`src/rtl/sig_bist_pkg.sv`:
```
package sig_bist_pkg;

    typedef enum logic [1:0] {
        ST_IDLE  = 2'd0,
        ST_RUN   = 2'd1,
        ST_CHECK = 2'd2,
        ST_DONE  = 2'd3
    } bist_state_e;

endpackage

```
`src/rtl/sig_bist_lfsr.sv`:
```
module sig_bist_lfsr #(
    parameter int             W    = 4,
    parameter logic [W-1:0]   TAPS = 4'h3,
    parameter logic [W-1:0]   SEED = 4'h1
) (
    input  logic         clk,
    input  logic         rst_n,
    input  logic         load,
    input  logic         step,
    output logic [W-1:0] state
);

    logic [W-1:0] nxt;

    // Galois form: shift towards the MSB, fold the leaving bit back via TAPS
    always_comb begin
        nxt = {state[W-2:0], 1'b0};
        if (state[W-1]) begin
            nxt = nxt ^ TAPS;
        end
    end

    always_ff @(posedge clk or negedge rst_n) begin
        if (!rst_n) begin
            state <= SEED;
        end else if (load) begin
            state <= SEED;
        end else if (step) begin
            state <= nxt;
        end
    end

endmodule

```
`src/rtl/sig_bist_misr.sv`:
```
module sig_bist_misr #(
    parameter int           W    = 5,
    parameter logic [W-1:0] TAPS = 5'h05
) (
    input  logic         clk,
    input  logic         rst_n,
    input  logic         clear,
    input  logic         fold,
    input  logic [W-1:0] din,
    output logic [W-1:0] sig
);

    logic [W-1:0] shifted;

    always_comb begin
        shifted = {sig[W-2:0], 1'b0};
        if (sig[W-1]) begin
            shifted = shifted ^ TAPS;
        end
    end

    always_ff @(posedge clk or negedge rst_n) begin
        if (!rst_n) begin
            sig <= '0;
        end else if (clear) begin
            sig <= '0;
        end else if (fold) begin
            sig <= shifted ^ din;
        end
    end

endmodule

```
`src/rtl/sig_bist_ctrl.sv`:
```
module sig_bist_ctrl
    import sig_bist_pkg::*;
#(
    parameter int PATTERNS = 15
) (
    input  logic clk,
    input  logic rst_n,
    input  logic start,
    output logic load,
    output logic step,
    output logic decide,
    output logic pat_en,
    output logic running
);

    localparam int CNT_W = $clog2(PATTERNS + 1);

    bist_state_e      state_q, state_d;
    logic [CNT_W-1:0] cnt_q;
    logic             last;

    assign last = (cnt_q == CNT_W'(PATTERNS - 1));

    // state register
    always_ff @(posedge clk or negedge rst_n) begin
        if (!rst_n) begin
            state_q <= ST_IDLE;
        end else begin
            state_q <= state_d;
        end
    end

    // pattern counter
    always_ff @(posedge clk or negedge rst_n) begin
        if (!rst_n) begin
            cnt_q <= '0;
        end else if (load) begin
            cnt_q <= '0;
        end else if (step) begin
            cnt_q <= cnt_q + 1'b1;
        end
    end

    // transitions: LAUNCH, EXHAUST, JUDGE, RELAUNCH
    always_comb begin
        state_d = state_q;
        unique case (state_q)
            ST_IDLE:  if (start) state_d = ST_RUN;
            ST_RUN:   if (last)  state_d = ST_CHECK;
            ST_CHECK:            state_d = ST_DONE;
            ST_DONE:  if (start) state_d = ST_RUN;
            default:             state_d = ST_IDLE;
        endcase
    end

    // outputs
    always_comb begin
        load    = 1'b0;
        step    = 1'b0;
        decide  = 1'b0;
        pat_en  = 1'b0;
        running = 1'b0;
        unique case (state_q)
            ST_IDLE:  load = start;
            ST_RUN: begin
                step    = 1'b1;
                pat_en  = 1'b1;
                running = 1'b1;
            end
            ST_CHECK: begin
                decide  = 1'b1;
                running = 1'b1;
            end
            ST_DONE:  load = start;
            default:  load = 1'b0;
        endcase
    end

endmodule

```
`src/rtl/sig_bist_engine.sv`:
```
module sig_bist_engine #(
    parameter int                OP_W      = 4,
    parameter logic [OP_W-1:0]   LFSR_TAPS = 4'h3,
    parameter logic [OP_W-1:0]   LFSR_SEED = 4'h1,
    parameter logic [OP_W:0]     MISR_TAPS = 5'h05
) (
    input  logic            clk,
    input  logic            rst_n,
    input  logic            start,
    output logic [OP_W-1:0] pat_x,
    output logic [OP_W-1:0] pat_y,
    output logic            pat_cin,
    input  logic [OP_W-1:0] rsp_sum,
    input  logic            rsp_cout,
    input  logic [OP_W:0]   golden,
    output logic [OP_W:0]   signature,
    output logic            done,
    output logic            fail_tag
);

    localparam int SIG_W    = OP_W + 1;
    localparam int PATTERNS = (1 << OP_W) - 1;
    localparam int HALF     = OP_W / 2;

    logic            load, step, decide, pat_en, run_active;
    logic [OP_W-1:0] gen_state;
    logic [OP_W-1:0] y_rot;
    logic [SIG_W-1:0] sig_q;
    logic            done_q, fail_q;

    sig_bist_ctrl #(.PATTERNS(PATTERNS)) u_ctrl (
        .clk     (clk),
        .rst_n   (rst_n),
        .start   (start),
        .load    (load),
        .step    (step),
        .decide  (decide),
        .pat_en  (pat_en),
        .running (run_active)
    );

    sig_bist_lfsr #(.W(OP_W), .TAPS(LFSR_TAPS), .SEED(LFSR_SEED)) u_gen (
        .clk   (clk),
        .rst_n (rst_n),
        .load  (load),
        .step  (step),
        .state (gen_state)
    );

    sig_bist_misr #(.W(SIG_W), .TAPS(MISR_TAPS)) u_cmp (
        .clk   (clk),
        .rst_n (rst_n),
        .clear (load),
        .fold  (step),
        .din   ({rsp_cout, rsp_sum}),
        .sig   (sig_q)
    );

    // operand Y is the generator state with its halves swapped
    for (genvar i = 0; i < OP_W; i++) begin : g_rot
        if (i < HALF) begin : g_lo
            assign y_rot[i] = gen_state[i + HALF];
        end else begin : g_hi
            assign y_rot[i] = gen_state[i - HALF];
        end
    end

    assign pat_x   = pat_en ? gen_state    : '0;
    assign pat_y   = pat_en ? y_rot        : '0;
    assign pat_cin = pat_en & gen_state[0];

    always_ff @(posedge clk or negedge rst_n) begin
        if (!rst_n) begin
            done_q <= 1'b0;
            fail_q <= 1'b0;
        end else if (load) begin
            done_q <= 1'b0;
            fail_q <= 1'b0;
        end else if (decide) begin
            done_q <= 1'b1;
            fail_q <= (sig_q != golden);
        end
    end

    assign signature = sig_q;
    assign done      = done_q;
    assign fail_tag  = fail_q;

endmodule

```
`config.mk`:
```
export PLATFORM = sky130hd
export DESIGN_NAME = sig_bist_engine
export DESIGN_NICKNAME = d
export VERILOG_FILES = /design/src/rtl/sig_bist_pkg.sv /design/src/rtl/sig_bist_lfsr.sv /design/src/rtl/sig_bist_misr.sv /design/src/rtl/sig_bist_ctrl.sv /design/src/rtl/sig_bist_engine.sv
export SDC_FILE = /design/constraint.sdc
export NUM_CORES = 1
export LEC_CHECK = 0
export BUFFER_PORTS_ARGS = -buffer_cell sky130_fd_sc_hd__clkbuf_2
export CAP_MARGIN = 25
export CORE_ASPECT_RATIO = 0.5
export CORE_MARGIN = 3
export CORE_UTILIZATION = 30
export CTS_BUF_LIST = sky130_fd_sc_hd__clkbuf_4 sky130_fd_sc_hd__clkbuf_8
export CTS_CLUSTER_DIAMETER = 30
export DETAILED_ROUTE_END_ITERATION = 8
export GPL_TIMING_DRIVEN = 0
export HOLD_SLACK_MARGIN = 0.02
export SLEW_MARGIN = 20
export SYNTH_ARGS = -nofsm -noshare
export SYNTH_HDL_FRONTEND = slang
export SYNTH_HIERARCHICAL = 1
export SYNTH_SLANG_ARGS = --single-unit
```
`constraint.sdc`:
```
create_clock -name clk -period 1.6 [get_ports clk]
set_clock_uncertainty 0.2 [all_clocks]
set_input_delay 0.16 -clock clk [delete_from_list [all_inputs] [get_ports clk]]
set_output_delay 0.16 -clock clk [all_outputs]
set_load 0.005 [all_outputs]
```
-- Yosys cells after proc, flatten, opt, wreduce, memory -nomap -nowiden
Cells that the tools add are included.
- bits of input ports: 13
- bits in registers: 17
- multiplexer cells: 20
- $add $sub $neg: 1
- reduce and logical (&&, ||, !) cells: 5
- equality and inequality tests: 7
- bitwise logic cells: 4
- operator list (kind ; count):
    2-to-1 mux 4 bit ; 6
    2-to-1 mux 5 bit ; 2
    2-to-1 mux 1 bit ; 7
    2-to-1 mux 2 bit ; 3
    case mux 2 bit (3 select lines) ; 1
    != test 5 bit ; 1
    bitwise XOR 5 bit ; 1
    adder 4 x 1 -> 4 bit, second input constant ; 1
    == test 2 bit, second input constant ; 2
    == test 4 bit, second input constant ; 1
    != test 2 x 1 -> 1 bit, second input constant ; 2
    inverter 2 bit ; 2
    nonzero test 2 bit ; 2
    2-to-1 mux 3 bit ; 1
    == test 2 x 1 -> 1 bit, second input constant ; 1
    logical NOT 2 bit ; 1
    AND reduction 2 bit ; 1
    OR reduction 2 bit ; 1
    bitwise AND 1 bit ; 1

-- Longest topological paths before layout
Gate-level depths: netlist (run 1).
- depth after elaboration: 5
- gate-level depth with buffers: 6
- depth with buffers taken out: 5

-- Cells and area by module
Netlist (run 1), hierarchy kept.
- by module, submodules not included (module ; cells an instance ; area an instance (um^2) ; instances):
    sig_bist_ctrl ; 36 ; 384.1 ; 1
    sig_bist_misr ; 21 ; 247.7 ; 1
    sig_bist_engine ; 21 ; 183.9 ; 1
    sig_bist_lfsr ; 14 ; 168.9 ; 1

-- Worst setup path after synthesis (run 1)
OpenSTA, ideal clock, no wires.
- kind: register to register
- start point: reg u_ctrl.state_q[0]
- end point: reg fail_q, in the netlist fail_tag
- period minus slack after synthesis: 1596 ps
- slack: 4 ps
- data arrival time: 1314 ps
- cell stages (with the launch flop): 7
- path buffers: 1
- setup time: 82 ps
- path through: dfrtp_1 -> inv_1 -> ha_1 -> and2_1 -> clkbuf_2 -> o21bai_1 -> a31oi_1
- longest elaborated chain between the ends: 4
- ends and longest elaborated chain (element ; RTL line ; RTL):
    start, declared ; sig_bist_ctrl.sv:18 ; bist_state_e state_q, state_d;
    start signal, assigned ; sig_bist_ctrl.sv:29 ; state_q <= state_d;
    == test 2 bit / logical NOT 2 bit (equally long branches) ; sig_bist_ctrl.sv:63 ; unique case (state_q)
    OR reduction 2 bit (no source line) * ; - ;
    2-to-1 mux 1 bit * ; sig_bist_ctrl.sv:63 ;
    via load ; sig_bist_engine.sv:25 ; logic load, step, decide, pat_en, run_active;
    2-to-1 mux 1 bit / nonzero test 2 bit (equally long branches) ; - ;
    end signal, assigned ; sig_bist_engine.sv:81 ; fail_q <= (sig_q != golden);
    end, declared ; sig_bist_engine.sv:29 ; logic done_q, fail_q;
The timed path passes the listed nets; every way through them passes the cells marked *.
A chain may end at the register's enable or synchronous reset.

-- Worst setup path after layout (run 1)
- start point: reg u_ctrl.state_q[0]
- end point: reg u_gen.state[1]
- longest elaborated chain between the ends: 4
- ends and longest elaborated chain (element ; RTL line ; RTL):
    == test 2 bit / logical NOT 2 bit (equally long branches) ; sig_bist_ctrl.sv:63 ;
    OR reduction 2 bit (no source line) * ; - ;
    2-to-1 mux 1 bit * ; sig_bist_ctrl.sv:63 ;
    via load ; sig_bist_engine.sv:25 ;
    2-to-1 mux 4 bit / nonzero test 2 bit (equally long branches) ; - ;
    end signal, assigned ; sig_bist_lfsr.sv:29 ; state <= nxt;
    end, declared ; sig_bist_lfsr.sv:10 ; output logic [W-1:0] state
Marks and branches as above.

==> impl_metrics.yaml, run 1 <==
global_route:
  grtUsageTotal_pct: 10.3
  grt_max_degree: 18
  antenna_found_initial: 0
  grt_pass1_vias: 699
  grt_pass1_wl_mm: 3.11
  grt.overflow.total: 0
synthesis:
  ys_seq_elements: 17
  synth_nets: 110
  syn_avg_cell_area_um2: 10.7
  syn_inst: 92
  netlist_area_um2: 985
  synth.distinct_cells: 27
  yosysWarningCount: 6
  ys_seq_area_share_pct: 43.3
status:
  violations: "negative setup slack"
  status: "finished, violations left"
power_and_ir_drop:
  p_int_uw: 1660
  power_frac_comb_pct: 55.6
  power_density_mw_per_mm2: 1920
  p_clk_share_pct: 12.7
  p_sw_uw: 948
  ir_drop_v: 0.000841
  fin_total_pwr_uw: 2610
  seq_power_share_pct: 31.7
  swShare_pct: 36.3
  power_leakage_uw: 0.000690
worst_setup_path:
  end_kind: "flop"
  worstPathCellList: "inv_1, ha_1, and2_4, buf_4, a211oi_1"
  crit_fanout: 6
  critPathKind: "reg2reg"
  cpPeakStageDelay_ns: 0.41
  critPathBufInv: 2
  startpoint_type: "flop"
  cpMaxStageDelayCell: "dfrtp_1"
  cp.arrival_ns: 1.57
  crit_family: "flip-flops"
  cp.required_ns: 1.56
cells_and_area:
  regArea_um2: 427
  multiInputGateArea_um2: 504
  n_antenna_cell: 0
  fin_util_pct: 47.9
  synthToLayoutAreaGrowth_pct: 38.4
  nets: 152
  nFillCells: 264
  layoutNonFillerInstCount: 170
  drive_above_1_share_pct: 42.9
sta:
  setup_viol: 1
  max-slew-margin-rel_pct: 71.8
  worst_pin_slew_ns: 0.423
  layout_setup_ws_ns: -0.00588
  fmax_ghz: 0.623
  drv_slew: 0
  fin_crit_ns: 1.61
  fin_crit_sh_pct: 100
  rsz0062_at_grt: "true"
  hold_viol: 0
clock_network:
  cts_max_level: 1
  cts_tree: "yes"
  cts_sinks: 17
  cts_buffer_depth: 2
  cts_root_buffer: "clkbuf_8"
  clk-insertion-delay-late_ns: 0.25
  cts_inserted_buffers: 3
  path_clk_slew_ns: 0.06
routing:
  wirelength_mm: 1.93
  num_vias: 732
  drt_iter0_markers: 21
  drt_first_pass_iters: 3
  ant_nets: 0
  routedWlPerCell_um: 11.4
  viasPerCell: 4.31
  drc: 0
placed_design:
  io_buffers: 28
  dp_cells: 157
  gp_congestion: 0.713
  dpl.hpwl_mm: 1.35
min_path:
  hold_path.class: "in2reg"
floorplan:
  core_mm2: 0.00285
  die_y_um: 46.5
  die_w_um: 87.0
  io_pins: 29
  die_area_mm2: 0.00405
  row_count: 13
  initial_core_util_pct: 34.6
job:
  maxCapViolations: 0
sequential cells by signal, summed over array words and instances (netlist names):
name            flops
done                1
fail_tag            1
u_cmp/sig           5
u_ctrl/cnt_q        4
u_ctrl/state_q      2
u_gen/state         4
worst register-to-register path, delay by kind of cell, from the launching register on:
| family | cells | cell delay [ns] |
|---|---|---|
| simple gates | 1 | 0.21 |
| flops | 1 | 0.41 |
| buf+inv | 2 | 0.22 |
| compound gates | 1 | 0.15 |
| fa+ha+maj | 1 | 0.34 |
kinds of logic after synthesis:
logic type / Yosys count / synth area share, %
AO/OA/AOI/OAI: 12 / 9.66
XOR/XNOR: 14 / 14.0
adder cells (fa/ha/maj): 5 / 6.35
buffers and inverters: 15 / 9.15
flip-flops: 17 / 43.3
multiplexers: 5 / 5.08
AND/OR/NAND/NOR: 24 / 12.5
final cells by class:
cell class	count	share of cell area (%)
Buffer	7	4.50
Clock buffer	4	3.58
Inverter	5	1.38
Multi-Input combinational cell	61	37.0
Sequential cell	17	31.3
Tap cell	37	3.40
Timing Repair Buffer	39	18.8
power groups by stage:
| stage | sequential [uW] | combinational (uW) | clock (uW) |
|---|---|---|---|
| 2_1_floorplan | 797 | 895 | 0 |
| 3_3_place_gp | 822 | 1190 | 0 |
| 3_5_place_dp | 823 | 1210 | 0 |
| 4_1_cts | 825 | 1320 | 343 |
| 5_1_grt | 858 | 1600 | 371 |
| 6_report | 827 | 1450 | 332 |
placed cells by master (no fill, tap or decap), types with 3 or more instances in the layout:
| cell type | n |
|---|---|
| a211oi_1 | 5 |
| and2_4 | 5 |
| buf_4 | 8 |
| buf_6 | 6 |
| clkbuf_2 | 26 |
| clkbuf_8 | 3 |
| dfrtp_1 | 16 |
| dlygate4sd3_1 | 6 |
| ha_1 | 4 |
| inv_1 | 4 |
| mux2i_1 | 4 |
| nor2_1 | 14 |
| xnor2_1 | 7 |
| xor2_1 | 6 |
per-layer routing:
layer | vias to the layer above | GRT usage, % | part of all wire, %
met5 | - | 0 | 0
met4 | 0 | 4.66 | 0
met2 | 17 | 17.6 | 47
met3 | 0 | 3.21 | 4.2
li1 | 381 | - | -
met1 | 334 | 12.2 | 49
what timing repair did:
item,in CTS,in global routing
hold buffers,6,0
pin swaps,1,1
endpoints found under the setup margin,19,8
setup buffers,3,2
resized for setup,8,9
hold endpoints to repair,22,0
cloned,0,1
path summary, 6_finish.rpt:
| path | startpoint | endpoint | slack, ns | cells after the start |
|---|---|---|---|---|
| min | start | u_ctrl/state_q[0]$_DFFE_PN0P_ | 0.11 | 3 |
| min in group asynchronous | rst_n | u_cmp/sig[2]$_DFFE_PN0P_ | 0.18 | 2 |
| max in group asynchronous | rst_n | u_gen/state[0]$_DFFE_PN1P_ | 0.69 | 2 |
| max reg2reg | u_ctrl/state_q[0]$_DFFE_PN0P_ | u_gen/state[1]$_DFFE_PN0P_ | -0.006 | 5 |
| max | u_ctrl/state_q[0]$_DFFE_PN0P_ | u_gen/state[1]$_DFFE_PN0P_ | -0.006 | 5 |
| min reg2reg | done$_DFFE_PN0P_ | done$_DFFE_PN0P_ | 0.30 | 2 |
stage by stage:
step / instance area [um2] / TNS [ns] / setup WS, ns / hold WS, ns
after floorplan: 985 / 0 / 0.00363 / -0.336
after CTS: 1310 / 0 / 0.000276 / 0.0997
final: 1360 / -0.00588 / -0.00588 / 0.113
after global placement: 1170 / -0.569 / -0.165 / -0.0835
after global routing: 1360 / -0.353 / -0.0651 / 0.122
after detailed placement: 1170 / -0.694 / -0.184 / -0.0767
cell usage after synthesis:
cell type / instances / area share (%)
nor2_1: 14 / 5.3
xnor2_1: 7 / 6.2
dfstp_2: 1 / 2.7
nand3_2: 1 / 1.0
ha_1: 5 / 6.4
a21boi_0: 1 / 0.76
dfrtp_1: 16 / 41
a211oi_1: 5 / 3.8
nor2b_1: 1 / 0.64
and2_1: 5 / 3.2
buf_2: 1 / 0.51
nand2_1: 1 / 0.38
xor3_1: 1 / 2.4
mux2i_1: 5 / 5.1
nand4_2: 1 / 1.3
o21bai_1: 1 / 0.76
xor2_1: 6 / 5.3
nor4_1: 1 / 0.64
o21ai_0: 1 / 0.51
clkbuf_2: 2 / 1.0
a2bb2oi_2: 1 / 1.5
buf_4: 6 / 4.6
a21o_1: 1 / 0.76
a211o_1: 1 / 0.89
inv_1: 5 / 1.9
a31oi_1: 1 / 0.64
buf_6: 1 / 1.1
Note: power is estimated with default switching activity, not from simulation.
==> run 2, diff against run 1 <==
--- a/config.mk
+++ b/config.mk
@@ -7,7 +7,7 @@
 export LEC_CHECK = 0
 export BUFFER_PORTS_ARGS = -buffer_cell sky130_fd_sc_hd__clkbuf_2
 export CAP_MARGIN = 25
-export CORE_ASPECT_RATIO = 0.5
+export CORE_ASPECT_RATIO = 1.2
 export CORE_MARGIN = 3
 export CORE_UTILIZATION = 30
 export CTS_BUF_LIST = sky130_fd_sc_hd__clkbuf_4 sky130_fd_sc_hd__clkbuf_8
==> impl_metrics.yaml, run 2 (synthesized netlist as in run 1, its figures left out) <==
cells_and_area:
  n_antenna_cell: 0
  final_cell_mix: "clkbuf_2 (23), dfrtp_1 (15), nor2_1 (13)"
  synthToLayoutAreaGrowth_pct: 46.3
  final_common_cell: "clkbuf_2"
  largest_reg_flops: 5
  final_design_area_no_fill_mm2: 0.00144
  top_register: "u_cmp/sig"
  drive_above_1_share_pct: 49.3
  fin_util_pct: 46.3
  nets: 155
  nFillCells: 312
  top_regs: "u_cmp/sig x5, u_ctrl/cnt_q x4, u_gen/state x4"
sta:
  worst_pin_slew_ns: 0.451
  fin_crit_sh_pct: 102
  fin_crit_ns: 1.64
  setup_tns_ns: -0.112
  drv_slew: 0
  hold_viol: 0
  layout_setup_ws_ns: -0.0391
  setup_viol: 3
  fmax_ghz: 0.610
  max-slew-margin-rel_pct: 70.0
  holdWs_ns: 0.0349
  rsz0062_at_grt: "true"
routing:
  num_vias: 770
  ant_nets: 0
  routedWlPerCell_um: 12.5
  drt_first_pass_iters: 3
  wirelength_mm: 2.16
  drt_iter0_markers: 22
  drc: 0
  viasPerCell: 4.48
clock_network:
  cts_inserted_buffers: 3
  path_clk_slew_ns: 0.10
  cts_root_buffer: "clkbuf_4"
  cts_buffer_depth: 2
  clk-insertion-delay-late_ns: 0.29
  cts_sinks: 17
  cts_max_level: 1
  cts_tree: "yes"
worst_setup_path:
  crit_top_cell: "buf_6"
  timing.rr.start: "u_ctrl/state_q[1]$_DFFE_PN0P_"
  cpMaxStageDelayCell: "dfrtp_2"
  startpoint_type: "flop"
  end_kind: "output pin"
  critPathBufInv: 2
  r2r_slack_ns: 0.05
  cp.required_ns: 1.24
  r2r_cells: 5
  worstPathCellList: "ha_4, and2_4, buf_6, buf_6"
  cp.arrival_ns: 1.28
  crit_fanout: 6
  cpPeakStageDelay_ns: 0.45
  critPathKind: "reg2out"
  crit_family: "flip-flops"
  r2r_end: "u_ctrl/cnt_q[2]$_DFFE_PN0P_"
floorplan:
  core_mm2: 0.00311
  die_area_mm2: 0.00401
  io_pins: 29
  initial_core_util_pct: 31.7
  die_y_um: 68.8
  row_count: 22
  die_w_um: 58.3
power_and_ir_drop:
  seq_power_share_pct: 30.0
  power_frac_comb_pct: 61.0
  p_clk_share_pct: 9.0
  power_leakage_uw: 0.000713
  p_int_uw: 1760
  ir_drop_v: 0.000825
  p_sw_uw: 1030
  power_density_mw_per_mm2: 1940
  swShare_pct: 36.9
global_route:
  grtUsageTotal_pct: 11.1
  grt.overflow.total: 0
  grt_pass1_wl_mm: 3.32
  grt_max_degree: 18
  grt_pass1_vias: 724
  antenna_found_initial: 0
placed_design:
  io_buffers: 28
  gp_congestion: 0.715
  dpl.hpwl_mm: 1.43
  dpl-instance-area_mm2: 0.00117
min_path:
  min_from: "start"
  hold_depth: 3
  hold_path.class: "in2reg"
  min_to: "u_ctrl/state_q[0]$_DFFE_PN0P_"
status:
  violations: "negative setup slack"
  status: "finished, violations left"
job:
  maxCapViolations: 0
==> run 2: power groups by stage <==
stage	logic, uW	registers [uW]	clock network (uW)
2_1_floorplan	895	797	0
3_3_place_gp	1180	822	0
3_5_place_dp	1220	829	0
4_1_cts	1460	826	261
5_1_grt	1880	869	274
6_report	1700	837	251
==> run 2: layout make-up <==
class                      count  area, um2  area share (%)
buffer                         6       67.6            4.69
timing repair buffer          44        324            22.5
inverter                       5       18.8            1.30
tap                           36       45.0            3.13
sequential                    17        428            29.7
multi-input combinational     60        527            36.6
clock buffer                   4       30.0            2.09
==> run 2: per-stage QoR <==
step	total power, uW	setup WS, ns	std cells
3_3_place_gp	2000	-0.136	156
4_1_cts	2550	-0.0447	172
2_1_floorplan	1690	0.00363	92
5_1_grt	3020	-0.0856	172
6_report	2790	-0.0391	172
3_5_place_dp	2050	-0.190	156
==> run 2: worst max-delay path by stage <==
stage | from | end | cells past startpoint
finish | u_ctrl/state_q[0]$_DFFE_PN0P_ | pat_y[2] | 4
global route | u_ctrl/state_q[0]$_DFFE_PN0P_ | pat_y[2] | 4
CTS | u_ctrl/state_q[1]$_DFFE_PN0P_ | pat_y[3] | 5
detailed placement | u_ctrl/state_q[0]$_DFFE_PN0P_ | fail_tag$_DFFE_PN0P_ | 6
global placement | u_ctrl/state_q[0]$_DFFE_PN0P_ | fail_tag$_DFFE_PN0P_ | 6
floorplan | u_ctrl/state_q[0]$_DFFE_PN0P_ | fail_tag$_DFFE_PN0P_ | 6
==> run 2: tightest hold or removal path, stage by stage <==
cell and delay [ns]:
clkbuf_2 0.11, a2bb2oi_2 0.14, mux2i_1 0.08
==> run 2: per-layer routing <==
layer | vias up | global-route usage, % | part of all wire (%)
li1 | 386 | - | -
met1 | 360 | 13.9 | 46
met2 | 22 | 18.7 | 49
met3 | 2 | 1.68 | 4.9
met4 | 0 | 5.22 | 0.74
met5 | - | 0 | 0
==> run 2: what timing repair did <==
action                     4_1_cts  5_1_grt
hold buffers                     6        0
gates resized for setup          9       24
pin swaps                        2        2
setup endpoints to repair       24       21
gates cloned                     0        1
hold endpoints to repair        22        0
setup buffers                    8        1
